--- config.mk ---
export PLATFORM = sky130hd
export DESIGN_NAME = dac_chain_master
export DESIGN_NICKNAME = d
export VERILOG_FILES = /design/src/rtl/dcm_pkg.sv /design/src/rtl/dcm_frame_builder.sv /design/src/rtl/dcm_phase_timer.sv /design/src/rtl/dac_chain_master.sv
export SDC_FILE = /design/constraint.sdc
export NUM_CORES = 1
export LEC_CHECK = 0
export BUFFER_PORTS_ARGS = -buffer_cell sky130_fd_sc_hd__buf_2
export CAP_MARGIN = 20
export CORE_ASPECT_RATIO = 1.75
export CORE_MARGIN = 4
export CORE_UTILIZATION = 55
export DETAILED_ROUTE_END_ITERATION = 10
export GPL_TIMING_DRIVEN = 1
export PLACE_DENSITY = 0.84
export SYNTH_ARGS = -nofsm -noshare
export SYNTH_HDL_FRONTEND = slang
export SYNTH_SLANG_ARGS = --single-unit
export TNS_END_PERCENT = 1
--- constraint.sdc ---
create_clock -name clk -period 6.9 [get_ports clk]
set_clock_uncertainty 0.2 [all_clocks]
set_input_delay 0.345 -clock clk [delete_from_list [all_inputs] [get_ports clk]]
set_output_delay 0.345 -clock clk [all_outputs]
set_load 0.02 [all_outputs]
--- src/rtl/dcm_pkg.sv ---
package dcm_pkg;

    localparam int WORD_W = 12;

    typedef enum logic [2:0] {
        ST_IDLE,
        ST_SETUP,
        ST_HIGH,
        ST_LOW,
        ST_TAIL,
        ST_RECOVER
    } dcm_state_t;

    function automatic int ceil_div(input int num, input int den);
        return (num + den - 1) / den;
    endfunction

endpackage

--- src/rtl/dcm_frame_builder.sv ---
module dcm_frame_builder #(
    parameter int N_DEV  = 3,
    parameter int WORD_W = 12
) (
    input  logic [N_DEV*WORD_W-1:0] words,
    input  logic [N_DEV-1:0]        valid,
    output logic [N_DEV*WORD_W-1:0] frame
);
    localparam logic [WORD_W-1:0] NOP_WORD = '0;

    // Slot i of the frame belongs to device i; the highest slot leaves first.
    for (genvar i = 0; i < N_DEV; i++) begin : g_slot
        assign frame[i*WORD_W +: WORD_W] = valid[i] ? words[i*WORD_W +: WORD_W] : NOP_WORD;
    end
endmodule

--- src/rtl/dcm_phase_timer.sv ---
module dcm_phase_timer #(
    parameter int LIMIT = 7
) (
    input  logic clk,
    input  logic rst_n,
    input  logic restart,
    output logic expired
);
    localparam int CW = $clog2(LIMIT + 1);

    logic [CW-1:0] cnt;

    assign expired = (cnt == CW'(LIMIT - 1));

    always_ff @(posedge clk or negedge rst_n) begin
        if (!rst_n)
            cnt <= '0;
        else if (restart)
            cnt <= '0;
        else if (!expired)
            cnt <= cnt + 1'b1;
    end


    phase_bound_chk: assert property (@(posedge clk) disable iff (!rst_n)
        cnt < CW'(LIMIT));
endmodule

--- src/rtl/dac_chain_master.sv ---
module dac_chain_master #(
    parameter int N_DEV         = 3,
    parameter int CLK_PERIOD_NS = 20,
    parameter int HALF_CYC      = 3,
    parameter bit RX_EN         = 1'b1
) (
    input  logic                            clk,
    input  logic                            rst_n,
    input  logic                            start,
    input  logic [N_DEV*dcm_pkg::WORD_W-1:0] cmd_words,
    input  logic [N_DEV-1:0]                cmd_valid,
    input  logic                            miso,
    output logic                            busy,
    output logic                            done,
    output logic                            sclk,
    output logic                            cs_n,
    output logic                            mosi,
    output logic [N_DEV*dcm_pkg::WORD_W-1:0] rx_frame
);
    import dcm_pkg::*;

    localparam int FRAME_W      = N_DEV * WORD_W;
    localparam int BIT_CW       = $clog2(FRAME_W);
    localparam int MIN_PHASE_NS = RX_EN ? 125 : 50;
    localparam int MIN_CYC      = ceil_div(MIN_PHASE_NS, CLK_PERIOD_NS);
    localparam int PH           = (HALF_CYC > MIN_CYC) ? HALF_CYC : MIN_CYC;

    dcm_state_t state, next;
    logic               expired;
    logic [FRAME_W-1:0] frame;
    logic [FRAME_W-1:0] tx_sr;
    logic [BIT_CW-1:0]  bitcnt;
    logic               last_bit;
    logic               cs_q, sclk_q, done_q;

    dcm_frame_builder #(.N_DEV(N_DEV), .WORD_W(WORD_W)) i_builder (
        .words (cmd_words),
        .valid (cmd_valid),
        .frame (frame)
    );

    dcm_phase_timer #(.LIMIT(PH)) i_timer (
        .clk     (clk),
        .rst_n   (rst_n),
        .restart (next != state),
        .expired (expired)
    );

    assign last_bit = (bitcnt == BIT_CW'(FRAME_W - 1));

    always_comb begin
        next = state;
        unique case (state)
            ST_IDLE:    if (start)   next = ST_SETUP;
            ST_SETUP:   if (expired) next = ST_HIGH;
            ST_HIGH:    if (expired) next = last_bit ? ST_TAIL : ST_LOW;
            ST_LOW:     if (expired) next = ST_HIGH;
            ST_TAIL:    if (expired) next = ST_RECOVER;
            ST_RECOVER: if (expired) next = ST_IDLE;
            default:                 next = ST_IDLE;
        endcase
    end

    always_ff @(posedge clk or negedge rst_n) begin
        if (!rst_n) state <= ST_IDLE;
        else        state <= next;
    end

    // Registered pin levels, taken from the state being entered.
    always_ff @(posedge clk or negedge rst_n) begin
        if (!rst_n) begin
            cs_q   <= 1'b1;
            sclk_q <= 1'b0;
            done_q <= 1'b0;
        end else begin
            cs_q   <= !(next inside {ST_SETUP, ST_HIGH, ST_LOW, ST_TAIL});
            sclk_q <= (next == ST_HIGH);
            done_q <= (state == ST_RECOVER) && (next == ST_IDLE);
        end
    end

    always_ff @(posedge clk or negedge rst_n) begin
        if (!rst_n) begin
            tx_sr  <= '0;
            bitcnt <= '0;
        end else if (state == ST_IDLE && start) begin
            tx_sr  <= frame;
            bitcnt <= '0;
        end else if (state == ST_HIGH && next == ST_LOW) begin
            tx_sr  <= {tx_sr[FRAME_W-2:0], 1'b0};
            bitcnt <= bitcnt + 1'b1;
        end
    end

    if (RX_EN) begin : g_rx
        logic [FRAME_W-1:0] rx_sr;
        always_ff @(posedge clk or negedge rst_n) begin
            if (!rst_n)
                rx_sr <= '0;
            else if (state != ST_HIGH && next == ST_HIGH)
                rx_sr <= {rx_sr[FRAME_W-2:0], miso};
        end
        assign rx_frame = rx_sr;
    end else begin : g_no_rx
        assign rx_frame = '0;
    end

    assign busy = (state != ST_IDLE);
    assign done = done_q;
    assign sclk = sclk_q;
    assign cs_n = cs_q;
    assign mosi = tx_sr[FRAME_W-1];


    sclk_idle_chk: assert property (@(posedge clk) disable iff (!rst_n)
        cs_q |-> !sclk_q);


    mosi_hold_chk: assert property (@(posedge clk) disable iff (!rst_n)
        (sclk_q && $past(sclk_q)) |-> $stable(mosi));


    cs_lead_chk: assert property (@(posedge clk) disable iff (!rst_n)
        $rose(sclk_q) |-> (!cs_q && !$past(cs_q)));


    done_pulse_chk: assert property (@(posedge clk) disable iff (!rst_n)
        done_q |=> !done_q);


    done_idle_chk: assert property (@(posedge clk) disable iff (!rst_n)
        done_q |-> (cs_q && !busy));
endmodule

==> flow_metrics.env, run 1 <==
export IMPL_critPathRequiredTime_ns=6.91
export IMPL_drt_iter0_markers=177
export IMPL_fillCellCount=466
export IMPL_finalHoldViolations=0
export IMPL_clock_path_buffers=2
export IMPL_die_h_um=117
export IMPL_dp_cells=434
export IMPL_cts_tree="yes"
export IMPL_crit_cells=8
export IMPL_antenna_found_initial=0
export IMPL_dieArea_um2=8160
export IMPL_postCtsSetupBuffers=0
export IMPL_ys_flop_type="dfrtp_1"
export IMPL_fmax_mhz=381
export IMPL_total_power_uw=979
export IMPL_wl_per_cell_um=15.8
export IMPL_cp_max_fo=43
export IMPL_rows=39
export IMPL_final_setup_tns_ns=0
export IMPL_synth_area_um2=3700
export IMPL_holdCritStartpoint="miso"
export IMPL_yosys_cell_types_count=36
export IMPL_hold_depth=2
export IMPL_slew_headroom_pct=63.9
export IMPL_reg2reg_depth=8
export IMPL_vias_per_cell=5.86
export IMPL_power_density_nw_per_um2=218
export IMPL_syn2layout_area_growth_pct=21.4
export IMPL_leakagePower_nw=2.44
export IMPL_finalCritPeriodShare_pct=38.0
export IMPL_hpwl_um=4690
export IMPL_core_area_um2=6540
export IMPL_start_kind="flop"
export IMPL_r2r_end="tx_sr[15]$_DFFE_PN0P_"
export IMPL_cap_violations=0
export IMPL_peakVddDrop_v=0.000148
export IMPL_arrival_ns=2.63
export IMPL_dr_wl_met2_um=3600
export IMPL_status="finished clean"
export IMPL_slew_violations=0
export IMPL_grt_pass1_vias=2652
export IMPL_synth_seq_cells=87
export IMPL_ctsResizeCount=0
export IMPL_grtUsageTotal_pct=19.2
export IMPL_drive_gt1_share_pct=29.6
export IMPL_nNetsFinal=412
export IMPL_path_cells="inv_1 -> ha_1 -> nand4b_2 -> a211oi_4 -> buf_4 -> nor2_2 -> buf_4 -> a221o_1"
export IMPL_r2r_start="i_timer.cnt[0]$_DFFE_PN0P_"
export IMPL_crit_buf_inv=3
export IMPL_finalCriticalPeriod_ns=2.62
export IMPL_worst_pin_slew_ns=0.542
export IMPL_fp_dieW_um=70.0
export IMPL_wl_met1_um=2970
export IMPL_num_vias=2637
export IMPL_cts_made_buffers=9
export IMPL_root_buffer="clkbuf_16"
export IMPL_hold_path_end="rx_frame[0]$_DFFE_PN0P_"
export IMPL_synthArstFlopShare_pct=100
export IMPL_firstDrtPassIters=4
export IMPL_synth_seq_area_share_pct=58.8
export IMPL_fin_area_um2=4500
export IMPL_crit_type="reg -> reg"
export IMPL_clk_latency_ns=0.33
export IMPL_synth_area_top_cells="dfrtp_1 (58%), mux2_1 (11%), a221o_1 (9.2%)"
export IMPL_synth_area_per_cell_um2=12.9
export IMPL_grt_overflow=0
export IMPL_port_buffers=83
export IMPL_grt_setup_unrepaired="no"
export IMPL_grt_start_max_net_pins=88
export IMPL_drc_errors=0
export IMPL_slowest_delay_ns=0.42
export IMPL_worstHoldPathType="in -> reg"
export IMPL_insertedDiodeCount=0
export IMPL_yosys_warnings=0
export IMPL_placed_area_um2=4160
export IMPL_cts_clk_slew_worst_paths_ns=0.06
export IMPL_cts_sinks=87
export IMPL_critPathSlowestCell="buf_4"
export IMPL_hold_buffers=0
export IMPL_gp_congestion=0.793
export IMPL_met3WireLength_um=428
export IMPL_synth_top_area_share_pct=58.1
export IMPL_top_layer_used="met4"
export IMPL_wirelength_um=7110
export IMPL_syn_instance_count=288
export IMPL_setup_viol=0
export IMPL_ioPinCount=84
export IMPL_layout_cells_non_filler=450
export IMPL_synth_nets=334
export IMPL_path_common_cell="buf_4"
export IMPL_r2r_setup_slack_ns=4.28
export IMPL_end_kind="flop"
export IMPL_cp_top_family="buffers and inverters"
export IMPL_synth_edf_count=0
export IMPL_yosys_area_top_type="dfrtp_1"
export IMPL_drtAntennaViolNets=0
export IMPL_cts_max_level=3
export IMPL_grt_pass1_wl_um=12400
export IMPL_start_util_pct=56.6
## report_power, final
group          internal [mW]  switching [mW]  total, mW
Sequential             0.512        0.000822      0.512
Combinational         0.0121          0.0166     0.0287
Clock                  0.266           0.171      0.438
## per-stage QoR
stage / setup WS, ns / hold slack (ns) / utilization, %
2_1_floorplan: 4.74 / -0.151 / -
3_3_place_gp: 4.29 / 0.276 / 63.6
3_5_place_dp: 4.20 / 0.281 / 63.6
4_1_cts: 4.18 / 0.0431 / 67.8
5_1_grt: 4.08 / 0.0432 / 68.8
6_report: 4.28 / 0.0497 / 68.8
## flip-flops by register name, summed over array words and instances (netlist names)
signal,cells
rx_frame,36
i_timer.cnt,3
done,1
bitcnt,6
state,3
tx_sr,36
sclk,1
cs_n,1
## logic make-up (layout without fill, tap and decap cells)
kind of cell	count (synthesis)	after routing	synth area share, %
xor+xnor	3	3	0.710
simple gates	81	81	12.6
fa+ha+maj	3	3	1.01
buf+inv	25	105	2.84
compound gates	50	50	12.2
mux	39	39	11.8
flops	87	87	58.8
## worst register-to-register path, stage by stage, from the launching register on
cell,delay (ns)
dfrtp_1,0.41
inv_1,0.07
ha_1,0.26
nand4b_2,0.22
a211oi_4,0.27
buf_4,0.42
nor2_2,0.08
buf_4,0.25
a221o_1,0.34
## worst max path at each step
stage,start,to
2_1_floorplan,i_timer.cnt[0]$_DFFE_PN0P_,tx_sr[10]$_DFFE_PN0P_
3_3_place_gp,state[2]$_DFF_PN0_,tx_sr[13]$_DFFE_PN0P_
3_5_place_dp,state[2]$_DFF_PN0_,tx_sr[15]$_DFFE_PN0P_
5_1_grt,i_timer.cnt[0]$_DFFE_PN0P_,tx_sr[30]$_DFFE_PN0P_
6_report,i_timer.cnt[0]$_DFFE_PN0P_,tx_sr[15]$_DFFE_PN0P_
4_1_cts,state[2]$_DFF_PN0_,tx_sr[15]$_DFFE_PN0P_
## cell type report
| class | count | area [um^2] | area share [%] |
|---|---|---|---|
| clock buffers | 12 | 267 | 5.93 |
| inverters | 3 | 11.3 | 0.250 |
| well taps | 82 | 103 | 2.28 |
| clock inverters | 1 | 5.00 | 0.111 |
| flip-flops and latches | 87 | 2180 | 48.4 |
| repair buffers | 89 | 505 | 11.2 |
| multi-input cells | 176 | 1430 | 31.7 |
## per-layer routing
layer,up-vias,global-route usage [%]
met1,1308,24.3
met4,0,7.54
met3,8,5.60
li1,1236,-
met5,-,0
met2,85,31.3
## cells in the mapped netlist, types with 2 or more instances
cell type,instances
clkbuf_1,13
inv_1,3
o21ai_1,2
nor2_1,6
a221o_1,34
ha_1,3
nand3b_1,2
nand3_1,5
mux2_1,35
dfrtp_1,86
o21ai_0,2
buf_2,9
nor3b_1,4
nand2_1,15
and3_1,34
mux2i_1,2
a21oi_1,5
xnor2_1,3
mux2_2,2
nor3_1,6
a31oi_1,2
## cell usage in the layout (no fill, tap or decap), drive strengths merged, types with 2 or more instances in the layout
cell type  netlist  final
nand3            5      5
a221o           34     34
a21oi            5      5
dfrtp           86     86
mux2i            2      2
nor3             7      7
inv              3      3
nand2           15     15
a211oi           2      2
nor3b            4      4
xnor2            3      3
buf              9     88
nor2             7      7
and3            34     34
clkbuf          13     12
nand3b           2      2
a31oi            2      2
o21ai            4      4
ha               3      3
mux2            37     37
Note: power is estimated with default switching activity, not from simulation.
==> inputs of run 2 (changes only) <==
- ABC_AREA: unset -> 1
- CORE_UTILIZATION: 55 -> 49
- PLACE_DENSITY: 0.84 -> 0.78
- clock period: 6.9 -> 2.4 ns (I/O delays scaled with it)
==> run 2 against run 1 <==
Count of clock-buffer cells in the layout decreased by 3. Highest routed layer unchanged. Core utilization decreased by 1.6 points. Clock power increased to 3.2 times the previous value. Global-route usage increased by 2.8 points. Largest power group unchanged.
==> flow_metrics.env, run 2 <==
export IMPL_grtUsageTotal_pct=22.0
export IMPL_gp_congestion=0.903
export IMPL_crit_type="reg -> reg"
export IMPL_grt_overflow=0
export IMPL_dieArea_um2=10000
export IMPL_drive_gt1_share_pct=24.9
export IMPL_fp_dieW_um=77.5
export IMPL_root_buffer="clkbuf_16"
export IMPL_antenna_found_initial=0
export IMPL_synth_seq_area_share_pct=52.6
export IMPL_peakVddDrop_v=0.000419
export IMPL_start_util_pct=50.2
export IMPL_grt_pass1_wl_um=17900
export IMPL_dp_cells=603
export IMPL_grt_start_max_net_pins=57
export IMPL_synth_common_cells="nand2_1 (119), dfrtp_1 (86), nand3_1 (52)"
export IMPL_fmax_mhz=434
export IMPL_cts_made_buffers=9
export IMPL_final_cell_mix="nand2_1 (119), dfrtp_1 (85), buf_2 (82), dlygate4sd3_1 (68), nand3_1 (52)"
export IMPL_start_kind="flop"
export IMPL_syn2layout_area_growth_pct=33.9
export IMPL_firstDrtPassIters=5
export IMPL_ys_flop_type="dfrtp_1"
export IMPL_synth_area_per_cell_um2=9.14
export IMPL_end_kind="flop"
export IMPL_p_sw_share_pct=22.2
export IMPL_cts_max_level=3
export IMPL_power_frac_seq_pct=48.5
export IMPL_setup_viol=0
export IMPL_p_int_mw=2.36
export IMPL_status="finished clean"
export IMPL_layout_cells_non_filler=687
export IMPL_synth_edf_count=0
export IMPL_synthArstFlopShare_pct=100
export IMPL_syn_instance_count=453
export IMPL_synth_top_area_share_pct=52.0
export IMPL_fillCellCount=580
export IMPL_worstHoldPathType="in -> async"
export IMPL_power_frac_clock_pct=46.9
export IMPL_clk_latency_ns=0.34
export IMPL_wl_per_cell_um=15.6
export IMPL_ioPinCount=84
export IMPL_final_common_cell="nand2_1"
export IMPL_synth_area_top_cells="dfrtp_1 (52%), nand2_1 (11%), nand3_1 (6.3%)"
export IMPL_grt_pass1_vias=3849
export IMPL_setup_slack_ns=0.0961
export IMPL_leakagePower_nw=2.67
export IMPL_dpl_worst_slack_ns=0.143
export IMPL_postLayoutCoreUtil_pct=67.1
export IMPL_r2r_end="rx_frame[6]$_DFFE_PN0P_"
export IMPL_cts_clk_slew_worst_paths_ns=0.07
export IMPL_slew_headroom_pct=65.8
export IMPL_hpwl_um=6070
export IMPL_synth_seq_cells=87
export IMPL_finalHoldViolations=0
export IMPL_r2r_start="i_timer.cnt[0]$_DFFE_PN0P_"
export IMPL_rows=44
export IMPL_r2r_setup_slack_ns=0.1
export IMPL_grt_setup_unrepaired="yes"
export IMPL_num_vias=3882
export IMPL_finalCriticalPeriod_ns=2.30
export IMPL_insertedDiodeCount=0
export IMPL_worst_pin_slew_ns=0.512
export IMPL_synth_nets=499
export IMPL_yosys_warnings=0
export IMPL_cts_sinks=87
export IMPL_core_area_um2=8260
export IMPL_cp_max_fo=36
export IMPL_finalCritPeriodShare_pct=96.0
export IMPL_die_h_um=130
export IMPL_cap_violations=0
export IMPL_reg2reg_depth=9
export IMPL_synth_most_common_cell="nand2_1"
export IMPL_slew_violations=0
export IMPL_synth_area_um2=4140
export IMPL_drc_errors=0
export IMPL_critPathRequiredTime_ns=2.42
export IMPL_switching_power_uw=673
export IMPL_wirelength_um=10700
export IMPL_drtAntennaViolNets=0
export IMPL_yosys_area_top_type="dfrtp_1"
export IMPL_critPathLaunch="i_timer.cnt[0]$_DFFE_PN0P_"
export IMPL_yosys_cell_types_count=30
export IMPL_cts_tree="yes"
export IMPL_total_power_mw=3.03
export IMPL_combPwrFrac_pct=4.6
export IMPL_nNetsFinal=636
export IMPL_critPathCapture="rx_frame[6]$_DFFE_PN0P_"
export IMPL_drt_iter0_markers=291
export IMPL_vias_per_cell=5.65
export IMPL_power_density_nw_per_um2=547
export IMPL_clock_path_buffers=2
export IMPL_port_buffers=83
export IMPL_arrival_ns=2.33
-- run 2: cell types whose count changed after synthesis, moves of 5 or more --
cell | before | now
nand2_1 | 15 | 119
nand3_1 | 5 | 52
nand4_1 | 0 | 36
mux2_1 | 35 | 0
a221o_1 | 34 | 0
and3_1 | 34 | 0
nor2_1 | 6 | 31
a31oi_1 | 2 | 17
a31oi_2 | 0 | 11
nor2_2 | 1 | 12
inv_1 | 3 | 13
o211ai_1 | 0 | 8
buf_6 | 0 | 6
nor3_1 | 6 | 1
-- run 2: worst min-delay path by stage --
stage | startpoint | end | slack, ns
after detailed placement | rst_n | rx_frame[2]$_DFFE_PN0P_ | -0.09
after floorplan | rst_n | bitcnt[0]$_DFFE_PN0P_ | -0.38
final | rst_n | rx_frame[2]$_DFFE_PN0P_ | 0.08
after global placement | rst_n | rx_frame[0]$_DFFE_PN0P_ | -0.09
after CTS | rst_n | rx_frame[21]$_DFFE_PN0P_ | 0.09
after global routing | rst_n | rx_frame[28]$_DFFE_PN0P_ | 0.14
-- run 2: cell type report --
type	count	area, um^2	area share [%]
inverters	18	70.1	1.26
clock inverters	7	78.8	1.42
repair buffers	158	1190	21.4
multi-input cells	316	1690	30.4
clock buffers	9	225	4.06
flip-flops and latches	87	2180	39.3
well taps	92	115	2.08
-- run 2: routing by layer --
layer  share of wire (%)  up-vias  track usage, %
met5                   0        -               0
met4                 2.6        0            9.01
met3                 6.0       27            5.22
met2                  53      183            39.9
met1                  39     1859            24.6
li1                    -     1813               -
-- run 2: critical path, stage by stage (launching register included) --
cell	delay [ns]
dfrtp_1	0.38
inv_1	0.09
ha_1	0.22
nand2_4	0.11
nand2_1	0.08
nand3_1	0.12
nand2_2	0.24
nand4_4	0.45
nand2_1	0.21
nand2_1	0.08
-- run 2: timing repair --
| item | 4_1_cts | 5_1_grt |
|---|---|---|
| buffers inserted | 0 | 0 |
| hold buffers | 68 | 0 |
| endpoints found under the setup margin | 0 | 39 |
| gates resized for setup | 0 | 4 |
| hold endpoints to repair | 123 | 0 |
-- run 2: logic make-up after synthesis --
| kind of cell | share of synthesized area, % |
|---|---|
| compound gates | 8.82 |
| xor+xnor | 1.06 |
| fa+ha+maj | 0.906 |
| buf+inv | 6.68 |
| flops | 52.6 |
| simple gates | 29.9 |
-- run 2: through the flow --
stage	TNS, ns	instance area (um^2)	hold slack [ns]
final	0	5540	0.0826
after floorplan	0	4140	-0.376
after global placement	0	4550	-0.0879
after CTS	0	5530	0.0904
after detailed placement	0	4550	-0.0893
after global routing	-0.665	5540	0.139
-- run 2: power by group through the flow --
stage / logic, mW / registers [mW] / clock network [mW]
2_1_floorplan: 0.00909 / 1.50 / 0
3_3_place_gp: 0.0859 / 1.50 / 0
3_5_place_dp: 0.0869 / 1.50 / 0
4_1_cts: 0.136 / 1.47 / 1.44
5_1_grt: 0.153 / 1.47 / 1.51
6_report: 0.139 / 1.47 / 1.42
